## src/rtl/pmc_pkg.sv

```systemverilog
// Package: shared codes and state type of the reduced power mode controller.
// Assumes the three mode bits are gathered as {bit7, bit1, bit0} of the
// control word before they are compared with these codes.
package pmc_pkg;

    // Mode codes as seen in the gathered three-bit mode field
    localparam logic [2:0] PM_RUN   = 3'b000;
    localparam logic [2:0] PM_IDLE  = 3'b001;
    localparam logic [2:0] PM_SLEEP = 3'b101;
    localparam logic [2:0] PM_PDOWN = 3'b010;
    localparam logic [2:0] PM_DEEP  = 3'b110;

    // Register select values
    localparam logic ADDR_CTRL = 1'b0;
    localparam logic ADDR_WAKE = 1'b1;

    // Control word bit positions
    localparam int BIT_M0   = 0;
    localparam int BIT_M1   = 1;
    localparam int BIT_BORD = 2;
    localparam int BIT_M2   = 7;

    // Controller states
    typedef enum logic [2:0] {
        ST_RUN   = 3'd0,
        ST_IDLE  = 3'd1,
        ST_ENTER = 3'd2,
        ST_STOP  = 3'd3,
        ST_WAKE  = 3'd4,
        ST_DEEP  = 3'd5
    } pmc_state_e;

    // True for the five defined mode codes
    function automatic logic code_is_valid(input logic [2:0] code);
        return (code == PM_RUN)   || (code == PM_IDLE) ||
               (code == PM_SLEEP) || (code == PM_PDOWN) ||
               (code == PM_DEEP);
    endfunction

endpackage

```

## src/rtl/pmc_regs.sv

```systemverilog
// Module: pmc_regs
// Holds the software-visible control word (mode field, brown-out reset
// disable) and the per-line wakeup enables. Reserved mode codes are dropped
// at write time. Assumes NUM_EINT <= 8 and single-cycle write strobes.
module pmc_regs
    import pmc_pkg::*;
#(
    parameter int NUM_EINT = 8
) (
    input  logic                clk,
    input  logic                rst_n,
    input  logic                wr_i,
    input  logic                addr_i,
    input  logic [7:0]          wdata_i,
    input  logic                wr_block_i,
    input  logic                mode_clr_i,
    output logic [7:0]          rdata_o,
    output logic [2:0]          mode_o,
    output logic                bord_o,
    output logic [NUM_EINT-1:0] wake_en_o
);

    logic [2:0]          mode_q;
    logic                bord_q;
    logic [NUM_EINT-1:0] wake_en_q;
    logic [2:0]          wr_code;
    logic                wr_ok;

    // Gather the scattered mode bits of the incoming word
    assign wr_code = {wdata_i[BIT_M2], wdata_i[BIT_M1], wdata_i[BIT_M0]};
    assign wr_ok   = wr_i && !wr_block_i;

    // Control word: mode field and brown-out reset disable
    always_ff @(posedge clk) begin
        if (!rst_n) begin
            mode_q <= PM_RUN;
            bord_q <= 1'b0;
        end else begin
            if (wr_ok && addr_i == ADDR_CTRL) begin
                bord_q <= wdata_i[BIT_BORD];
                if (code_is_valid(wr_code)) begin
                    mode_q <= wr_code;
                end
            end
            if (mode_clr_i) begin
                mode_q <= PM_RUN;
            end
        end
    end

    // Wakeup enable register, one bit per external line
    always_ff @(posedge clk) begin
        if (!rst_n) begin
            wake_en_q <= '0;
        end else if (wr_ok && addr_i == ADDR_WAKE) begin
            wake_en_q <= wdata_i[NUM_EINT-1:0];
        end
    end

    // Read multiplexer with reserved bits forced to zero
    always_comb begin
        rdata_o = '0;
        if (addr_i == ADDR_CTRL) begin
            rdata_o[BIT_M2]   = mode_q[2];
            rdata_o[BIT_M1]   = mode_q[1];
            rdata_o[BIT_M0]   = mode_q[0];
            rdata_o[BIT_BORD] = bord_q;
        end else begin
            rdata_o[NUM_EINT-1:0] = wake_en_q;
        end
    end

    assign mode_o    = mode_q;
    assign bord_o    = bord_q;
    assign wake_en_o = wake_en_q;


    rsvd_code_chk: assert property (@(posedge clk) disable iff (!rst_n)
        (wr_ok && addr_i == ADDR_CTRL && !code_is_valid(wr_code) && !mode_clr_i)
        |=> (mode_q == $past(mode_q)));

endmodule

```

## src/rtl/pmc_wake.sv

```systemverilog
// Module: pmc_wake
// Combines external lines with their wakeup enables and derives the idle
// exit condition and the brown-out outputs. Assumes ext_irq_i is already
// synchronous to clk.
module pmc_wake #(
    parameter int NUM_EINT = 8
) (
    input  logic                clk,
    input  logic                rst_n,
    input  logic [NUM_EINT-1:0] ext_irq_i,
    input  logic [NUM_EINT-1:0] wake_en_i,
    input  logic                irq_pending_i,
    input  logic                bod_low_i,
    input  logic                bod_high_i,
    input  logic                bord_i,
    output logic                wake_hit_o,
    output logic                idle_exit_o,
    output logic                bod_reset_o,
    output logic                bod_irq_o
);

    // Any external line whose wakeup enable is set
    assign wake_hit_o  = |(ext_irq_i & wake_en_i);

    // Idle also leaves on any interrupt the controller has enabled
    assign idle_exit_o = wake_hit_o || irq_pending_i;

    // Lower-threshold reset is maskable, upper-threshold interrupt is not
    assign bod_reset_o = bod_low_i && !bord_i;
    assign bod_irq_o   = bod_high_i;


    bod_mask_chk: assert property (@(posedge clk) disable iff (!rst_n)
        bord_i |-> !bod_reset_o);

endmodule

```

## src/rtl/pmc_fsm.sv

```systemverilog
// Module: pmc_fsm
// Mode state machine: follows the latched mode field, drains clocks before
// stopping the oscillator, runs the oscillator settle count on wakeup and
// clears the mode field on each return to running. Assumes SETTLE_OSC and
// ENTRY_CYCLES are at least 1.
module pmc_fsm
    import pmc_pkg::*;
#(
    parameter int ENTRY_CYCLES = 3,
    parameter int SETTLE_OSC   = 10,
    parameter int SETTLE_FLASH = 6
) (
    input  logic       clk,
    input  logic       rst_n,
    input  logic [2:0] mode_i,
    input  logic       wake_hit_i,
    input  logic       idle_exit_i,
    output logic       mode_clr_o,
    output logic       deep_o,
    output logic       cpu_clk_en_o,
    output logic       periph_clk_en_o,
    output logic       osc_stop_o,
    output logic       flash_standby_o,
    output logic       flash_pd_o,
    output logic       dcdc_off_o
);

    localparam int MAX_CNT = ENTRY_CYCLES + SETTLE_OSC + SETTLE_FLASH;
    localparam int CNT_W   = $clog2(MAX_CNT + 1);
    localparam logic [CNT_W-1:0] ENTRY_LOAD = CNT_W'(ENTRY_CYCLES - 1);
    localparam logic [CNT_W-1:0] SLEEP_LOAD = CNT_W'(SETTLE_OSC - 1);
    localparam logic [CNT_W-1:0] PDOWN_LOAD = CNT_W'(SETTLE_OSC + SETTLE_FLASH - 1);

    pmc_state_e       state_q, state_d;
    logic [CNT_W-1:0] cnt_q, cnt_d;
    logic             is_sleep;

    assign is_sleep = (mode_i == PM_SLEEP);

    // Next-state, counter and mode-clear decision
    always_comb begin
        state_d    = state_q;
        cnt_d      = cnt_q;
        mode_clr_o = 1'b0;
        unique case (state_q)
            ST_RUN: begin
                if (mode_i == PM_IDLE) begin
                    state_d = ST_IDLE;
                end else if (mode_i == PM_SLEEP || mode_i == PM_PDOWN) begin
                    state_d = ST_ENTER;
                    cnt_d   = ENTRY_LOAD;
                end else if (mode_i == PM_DEEP) begin
                    state_d = ST_DEEP;
                end
            end
            ST_IDLE: begin
                if (idle_exit_i) begin
                    state_d    = ST_RUN;
                    mode_clr_o = 1'b1;
                end
            end
            ST_ENTER: begin
                if (wake_hit_i) begin
                    state_d    = ST_RUN;
                    mode_clr_o = 1'b1;
                end else if (cnt_q == '0) begin
                    state_d = ST_STOP;
                end else begin
                    cnt_d = cnt_q - 1'b1;
                end
            end
            ST_STOP: begin
                if (wake_hit_i) begin
                    state_d = ST_WAKE;
                    cnt_d   = is_sleep ? SLEEP_LOAD : PDOWN_LOAD;
                end
            end
            ST_WAKE: begin
                if (cnt_q == '0) begin
                    state_d    = ST_RUN;
                    mode_clr_o = 1'b1;
                end else begin
                    cnt_d = cnt_q - 1'b1;
                end
            end
            ST_DEEP: begin
                state_d = ST_DEEP;
            end
            default: begin
                state_d = ST_RUN;
            end
        endcase
    end

    // State and counter registers
    always_ff @(posedge clk) begin
        if (!rst_n) begin
            state_q <= ST_RUN;
            cnt_q   <= '0;
        end else begin
            state_q <= state_d;
            cnt_q   <= cnt_d;
        end
    end

    // Clock and power request decode
    always_comb begin
        cpu_clk_en_o    = (state_q == ST_RUN);
        periph_clk_en_o = (state_q == ST_RUN) || (state_q == ST_IDLE);
        osc_stop_o      = (state_q == ST_STOP) || (state_q == ST_DEEP);
        flash_standby_o = (state_q == ST_STOP) && is_sleep;
        flash_pd_o      = ((state_q == ST_STOP) && !is_sleep) || (state_q == ST_DEEP);
        dcdc_off_o      = (state_q == ST_DEEP);
        deep_o          = (state_q == ST_DEEP);
    end


    deep_hold_chk: assert property (@(posedge clk) disable iff (!rst_n)
        (state_q == ST_DEEP) |=> (state_q == ST_DEEP));


    stop_hold_chk: assert property (@(posedge clk) disable iff (!rst_n)
        (state_q == ST_STOP && !wake_hit_i) |=> (state_q == ST_STOP));


    entry_abort_chk: assert property (@(posedge clk) disable iff (!rst_n)
        (state_q == ST_ENTER && wake_hit_i) |=> (state_q == ST_RUN && mode_i == PM_RUN));


    osc_from_entry_chk: assert property (@(posedge clk) disable iff (!rst_n)
        ($rose(osc_stop_o) && !dcdc_off_o) |-> ($past(state_q) == ST_ENTER));

endmodule

```

## src/rtl/pwr_mode_ctrl.sv

```systemverilog
// Module: pwr_mode_ctrl (top)
// Reduced power mode controller: register file, wakeup combiner and mode
// state machine. Assumes a free-running always-on clock, synchronous
// external lines and NUM_EINT between 1 and 8.
module pwr_mode_ctrl #(
    parameter int NUM_EINT     = 8,
    parameter int ENTRY_CYCLES = 3,
    parameter int SETTLE_OSC   = 10,
    parameter int SETTLE_FLASH = 6
) (
    input  logic                clk,
    input  logic                rst_n,
    input  logic                reg_wr,
    input  logic                reg_addr,
    input  logic [7:0]          reg_wdata,
    output logic [7:0]          reg_rdata,
    input  logic [NUM_EINT-1:0] ext_irq,
    input  logic                irq_pending,
    input  logic                bod_low,
    input  logic                bod_high,
    output logic                cpu_clk_en,
    output logic                periph_clk_en,
    output logic                osc_stop,
    output logic                flash_standby,
    output logic                flash_pd,
    output logic                dcdc_off,
    output logic                bod_reset,
    output logic                bod_irq
);

    logic [2:0]          mode;
    logic                bord;
    logic [NUM_EINT-1:0] wake_en;
    logic                mode_clr;
    logic                deep;
    logic                wake_hit;
    logic                idle_exit;

    // Software-visible registers
    pmc_regs #(.NUM_EINT(NUM_EINT)) u_regs (
        .clk        (clk),
        .rst_n      (rst_n),
        .wr_i       (reg_wr),
        .addr_i     (reg_addr),
        .wdata_i    (reg_wdata),
        .wr_block_i (deep),
        .mode_clr_i (mode_clr),
        .rdata_o    (reg_rdata),
        .mode_o     (mode),
        .bord_o     (bord),
        .wake_en_o  (wake_en)
    );

    // Wakeup and brown-out combiner
    pmc_wake #(.NUM_EINT(NUM_EINT)) u_wake (
        .clk           (clk),
        .rst_n         (rst_n),
        .ext_irq_i     (ext_irq),
        .wake_en_i     (wake_en),
        .irq_pending_i (irq_pending),
        .bod_low_i     (bod_low),
        .bod_high_i    (bod_high),
        .bord_i        (bord),
        .wake_hit_o    (wake_hit),
        .idle_exit_o   (idle_exit),
        .bod_reset_o   (bod_reset),
        .bod_irq_o     (bod_irq)
    );

    // Mode state machine
    pmc_fsm #(
        .ENTRY_CYCLES (ENTRY_CYCLES),
        .SETTLE_OSC   (SETTLE_OSC),
        .SETTLE_FLASH (SETTLE_FLASH)
    ) u_fsm (
        .clk             (clk),
        .rst_n           (rst_n),
        .mode_i          (mode),
        .wake_hit_i      (wake_hit),
        .idle_exit_i     (idle_exit),
        .mode_clr_o      (mode_clr),
        .deep_o          (deep),
        .cpu_clk_en_o    (cpu_clk_en),
        .periph_clk_en_o (periph_clk_en),
        .osc_stop_o      (osc_stop),
        .flash_standby_o (flash_standby),
        .flash_pd_o      (flash_pd),
        .dcdc_off_o      (dcdc_off)
    );


    clk_order_chk: assert property (@(posedge clk) disable iff (!rst_n)
        cpu_clk_en |-> (periph_clk_en && !osc_stop));


    deep_power_chk: assert property (@(posedge clk) disable iff (!rst_n)
        dcdc_off |-> (osc_stop && flash_pd && !periph_clk_en && !flash_standby));

endmodule

```

## config.mk

```make
export PLATFORM = sky130hd
export DESIGN_NAME = pwr_mode_ctrl
export DESIGN_NICKNAME = d
export VERILOG_FILES = /design/src/rtl/pmc_pkg.sv /design/src/rtl/pmc_regs.sv /design/src/rtl/pmc_wake.sv /design/src/rtl/pmc_fsm.sv /design/src/rtl/pwr_mode_ctrl.sv
export SDC_FILE = /design/constraint.sdc
export NUM_CORES = 1
export LEC_CHECK = 0
export CAP_MARGIN = 20
export CORE_ASPECT_RATIO = 1.1
export CORE_MARGIN = 4
export CORE_UTILIZATION = 60
export CTS_CLUSTER_SIZE = 10
export DETAILED_ROUTE_END_ITERATION = 10
export DONT_BUFFER_PORTS = 1
export MAX_ROUTING_LAYER = met4
export PLACE_DENSITY = 0.88
export SETUP_SLACK_MARGIN = 0.5
export SLEW_MARGIN = 25
export SYNTH_ARGS = -nofsm -noshare
export SYNTH_HDL_FRONTEND = slang
export SYNTH_SLANG_ARGS = --single-unit
```

## constraint.sdc

```tcl
create_clock -name clk -period 5.06 [get_ports clk]
set_clock_uncertainty 0.1 [all_clocks]
set_input_delay 1.012 -clock clk [delete_from_list [all_inputs] [get_ports clk]]
set_output_delay 1.012 -clock clk [all_outputs]
set_load 0.02 [all_outputs]
```

---- Word level (Yosys, flattened, before mapping) ----
Cells that the tools add are included.
operators by class
  add/subtract/negate cells ............... 1
  equal/unequal tests ..................... 21
  mux-type cells .......................... 23
  bitwise operators ....................... 3
  reduce and logical (&&, ||, !) cells .... 27
operator list
  cell                                                    count
  two-way mux 3 bit                                       10
  two-way mux 5 bit                                       5
  one-hot mux 5 bit (4 select lines)                      1
  == test 3 bit (second input constant)                   6
  one-hot mux 3 bit (6 select lines)                      1
  == test 3 x 2 -> 1 bit (second input constant)          4
  AND reduction 5 bit                                     2
  == test 3 x 1 -> 1 bit (second input constant)          3
  logical OR 1 bit                                        9
  bitwise AND 8 bit                                       1
  inequality test 2 bit (second input constant)           4
  OR reduction 8 bit                                      1
  logical AND 1 bit                                       6
  zero test 3 bit                                         2
  zero test 5 bit                                         1
  subtractor 5 x 1 -> 5 bit (second input constant)       1
  two-way mux 1 bit                                       4
  two-way mux 4 bit                                       1
  inequality test 2 x 1 -> 1 bit (second input constant)  2
  inequality test 4 x 1 -> 1 bit (second input constant)  1
  nonzero test 4 bit                                      1
  zero test 1 bit                                         3
  inequality test 3 x 2 -> 1 bit (second input constant)  1
  one-hot mux 1 bit (3 select lines)                      1
  other kinds (3)                                         4
word-level totals
  bits in registers ....................... 20
  input bits .............................. 23
  word-level logic and storage cells ...... 80

---- Logic depth before layout (Yosys ltp) ----
  depth in word-level cells ............... 6
  gate-level depth with buffers ........... 7
  mapped depth without buffers ............ 7

---- Hierarchy ----
A second synthesis with hierarchy kept.
unflattened totals
  cells, all modules ...................... 158
  area, all modules ....................... 1,377.6 um^2
by module, submodules not included
  module    instances  cells an instance  area each (um^2)  seq. area each (um^2)
  pmc_fsm   1          91                 699.4             160.2
  pmc_regs  1          59                 616.8             240.2
  pmc_wake  1          8                  61.3              0.0

---- Least setup slack after synthesis ----
Ideal clock, no wire load.
  path type ............................... input port to output port
  start point ............................. input reg_addr
  end point ............................... output reg_rdata[0]
  arrival ................................. 1.693 ns
  slack ................................... 2.255 ns
  stages on the path ...................... 2
  cell sequence ........................... clkbuf_1 -> mux2_2
between the ends
  longest elaborated chain between the ends .. 1
ends and longest elaborated chain
  element            RTL line             text
  from (decl)        pwr_mode_ctrl.sv:14  input logic reg_addr,
  two-way mux 3 bit  pmc_regs.sv:63       if (addr_i == ADDR_CTRL) begin
  to (decl)          pwr_mode_ctrl.sv:16  output logic [7:0] reg_rdata,
Every way passes these cells.

---- Final worst setup path ----
  start point ............................. register u_fsm.state_q[2]
  end point ............................... output flash_pd
between the ends
  longest elaborated chain between the ends .. 3
ends and longest elaborated chain
  element                 RTL line             text
  from (decl)             pmc_fsm.sv:34        pmc_state_e state_q, state_d;
  from (signal assigned)  pmc_fsm.sv:101       state_q <= state_d;
  == test 3 x 2 -> 1 bit  pmc_fsm.sv:112       flash_pd_o = ((state_q == ST_STOP) && !is_sleep) || (state_q == ST_DEEP);
  logical AND 1 bit       pmc_fsm.sv:112
  logical OR 1 bit (*)    pmc_fsm.sv:112
  to (decl)               pwr_mode_ctrl.sv:25  output logic flash_pd,
Every way passes the cells marked *; elsewhere a longest branch is shown, timed or not.

==> insert_results.sql <==
INSERT INTO impl_metrics (metric_group, metric, value, unit) VALUES
('outcome', 'outcome', 'finished, final reports clean', ''),
('final_layout', 'final_layout_size_suffix_gt1_frac', '0.112', ''),
('timing', 'timing.fmax', '351', 'MHz'),
('final_layout', 'stdcell_area', '1430', 'sq um'),
('grt', 'grt_remaining_overflow', '0', ''),
('route', 'detail_route.wl_per_cell', '16.2', 'um'),
('placement', 'dpl.hpwl', '2360', 'um'),
('route', 'post_drt_via_cell_ratio', '6.30', ''),
('cts', 'cts_tree', 'yes', ''),
('route', 'route.antenna.remaining_nets', '0', ''),
('yosys', 'nets_in_the_synthesized_netlist', '192', ''),
('cts', 'clk-insertion-delay-late', '290', 'ps'),
('floorplan', 'die_w', '54.5', 'um'),
('worst_setup_path', 'r2r_slack', '3130', 'ps'),
('placement', 'port_buffers', '0', ''),
('yosys', 'netlist_instances', '167', ''),
('final_layout', 'insertedDiodeCount', '0', ''),
('timing', 'grt_setup_unrepaired', 'false', ''),
('yosys', 'postSynthAreaPerCell', '8.56', 'sq um'),
('final_layout', 'highest_count_cells_in_the_layout_ignoring_fill_and_taps', 'sky130_fd_sc_hd__dfxtp_1 (20), sky130_fd_sc_hd__nand2_1 (12), sky130_fd_sc_hd__nor2b_1 (10), sky130_fd_sc_hd__a21oi_1 (9), sky130_fd_sc_hd__mux2i_1 (9)', ''),
('worst_setup_path', 'worst_setup_path_end_kind', 'output port', ''),
('timing', 'worst_pin_slew', '756', 'ps'),
('cts', 'path_clk_slew', '110', 'ps'),
('floorplan', 'fp.dieArea', '3230', 'sq um'),
('timing', 'timing.final.ws_setup', '2210', 'ps'),
('pwr', 'static-leakage-power', '0.000562', 'uW'),
('cts', 'clk_root_buffer_cell', 'sky130_fd_sc_hd__clkbuf_4', ''),
('worst_setup_path', 'critPathMostFrequentCell', 'sky130_fd_sc_hd__nand2b_1', ''),
('timing', 'finalHoldViolations', '0', ''),
('placement', 'dpl_cell_area', '1390', 'sq um'),
('final_layout', 'signed_area_change_from_the_synthesized_netlist_to_the_final_layout', '0.0875', '%'),
('floorplan', 'floorplan.rows', '18', ''),
('grt', 'antenna_found_initial', '0', ''),
('route', 'drc', '0', ''),
('yosys', 'synth.lib_cells_used.distinct', '54', ''),
('worst_setup_path', 'cp_slowest_cell', 'sky130_fd_sc_hd__dfxtp_1', ''),
('route', 'via_count', '1204', ''),
('pwr', 'ir_worst_vdd', '0.276', 'mV'),
('route', 'dr.pass1.iters', '4', ''),
('cts', 'htree_num_levels', '1', ''),
('worst_setup_path', 'critical_path_buf_inv_count', '0', ''),
('worst_setup_path', 'endpoint_arrival_time_on_the_critical_path', '1740', 'ps'),
('floorplan', 'fp.dieH', '59.2', 'um'),
('yosys', 'synth-main-ff-cell', 'sky130_fd_sc_hd__dfxtp_1', ''),
('timing', 'slew_headroom', '0.492', ''),
('final_layout', 'layout_commonest_cell', 'sky130_fd_sc_hd__dfxtp_1', ''),
('yosys', 'synth-edff-count', '0', ''),
('final_layout', 'final_cell_count_without_fillers', '191', ''),
('worst_setup_path', 'timing.critical_path.required', '3950', 'ps'),
('grt', 'global_route.usage.total', '0.216', ''),
('floorplan', 'floorplan.core_area', '2250', 'sq um'),
('cts', 'post_cts.resized_instances', '0', ''),
('final_layout', 'layout.nets', '187', ''),
('timing', 'timing.final.crit_period', '2850', 'ps'),
('cts', 'cts.repair_timing.setup_buffer_count', '0', ''),
('timing', 'fin_tns_setup', '0', 'ps'),
('pwr', 'total_power_after_layout', '634', 'uW'),
('timing', 'setup_viol', '0', ''),
('grt', 'grt_pass1_wl', '5080', 'um'),
('cts', 'cts_buffers', '3', ''),
('yosys', 'synth_area', '1430', 'sq um'),
('worst_setup_path', 'startpoint_type', 'flip-flop', ''),
('worst_setup_path', 'timing_worst_setup_path_type', 'reg -> out', ''),
('cts', 'cts_hold_buffers', '0', ''),
('worst_setup_path', 'worstPathCellList', 'nand2b_1 > nand2b_1 > a21oi_1', ''),
('worst_setup_path', 'cpLargestDelayFamily', 'simple AND/OR/NAND/NOR gates', ''),
('cts', 'cts.path.max_buffers', '2', ''),
('placement', 'gp_congestion', '0.941', ''),
('placement', 'post_placement_worst_setup_slack', '2550', 'ps'),
('floorplan', 'initial_core_util', '0.634', ''),
('route', 'drt-initial-drc-count', '45', '');
[logic make-up after synthesis]
family	count (synthesis)	share of synthesized area
simple gates	66	0.292
compound gates	45	0.218
flops	20	0.280
buf+inv	17	0.0692
mux	14	0.105
xor+xnor	3	0.0184
fa+ha+maj	2	0.0175
[flip-flops by register name, indices dropped and copies added (netlist names)]
name and cells:
u_fsm.cnt_q 5, u_regs.mode_o 3, u_regs.wake_en_o 8, u_fsm.state_q 3, u_regs.bord_o 1
[per-stage QoR]
step	hold WS, ps	util
2_1_floorplan	352	-
3_3_place_gp	374	0.619
3_5_place_dp	384	0.619
4_1_cts	400	0.635
5_1_grt	436	0.635
6_report	398	0.635
[Yosys cell counts (all sizes together), types with 2 or more instances]
cell type  count  share of area
dfxtp         20           0.28
nand2         13          0.036
nor2b         10          0.044
a21oi          9          0.032
mux2i          9          0.063
o21ai          9          0.032
nor2           8          0.021
a22oi          7          0.037
buf            7          0.043
inv            7          0.018
and2           6          0.026
mux2           5          0.042
nand2b         5          0.027
nand3b         4          0.021
nor3           4          0.018
clkbuf         3         0.0079
nand3          3          0.014
nor3b          3          0.019
o211ai         3          0.023
or3b           3          0.018
a31oi          2         0.0088
ha             2          0.018
nand4          2         0.0088
o221ai         2          0.012
o22ai          2         0.0088
o31ai          2          0.011
xor2           2          0.012
[report_power, final]
part | leakage, uW | switching (uW) | internal (uW) | total, uW
registers | 0.000163 | 53.9 | 182 | 236
logic | 0.000378 | 175 | 132 | 307
clock network | 0.0000210 | 46.6 | 43.8 | 90.5
[worst min-delay path, delay by kind of cell (launching register included)]
family	cells	cell delay, ps
DFF	1	340
and+or+nand+nor	1	70
AOI/OAI and AO/OA	1	50
[area by class of cell]
type                            count  area, sq um
Inverter                            7         26.3
Clock buffer                        4         36.3
Fill cell                         202          822
Tap cell                           30         37.5
Multi-Input combinational cell    130          930
Sequential cell                    20          400
[final timing paths]
check	endpoint	depth (start not counted)	startpoint
min	u_fsm.cnt_q[0]	2	u_fsm.cnt_q[0]
max reg2reg	u_fsm.cnt_q[3]	5	u_fsm.state_q[2]
min reg2reg	u_fsm.cnt_q[0]	2	u_fsm.cnt_q[0]
max	flash_pd	3	u_fsm.state_q[2]
[metal layers]
layer / up-vias / part of all wire / track usage
met5: - / 0 / -
met4: 0 / 0.0052 / 0.0961
met3: 2 / 0.081 / 0.0479
met2: 53 / 0.49 / 0.320
met1: 548 / 0.43 / 0.278
li1: 601 / - / -
Power figures use the tool's default switching activity.
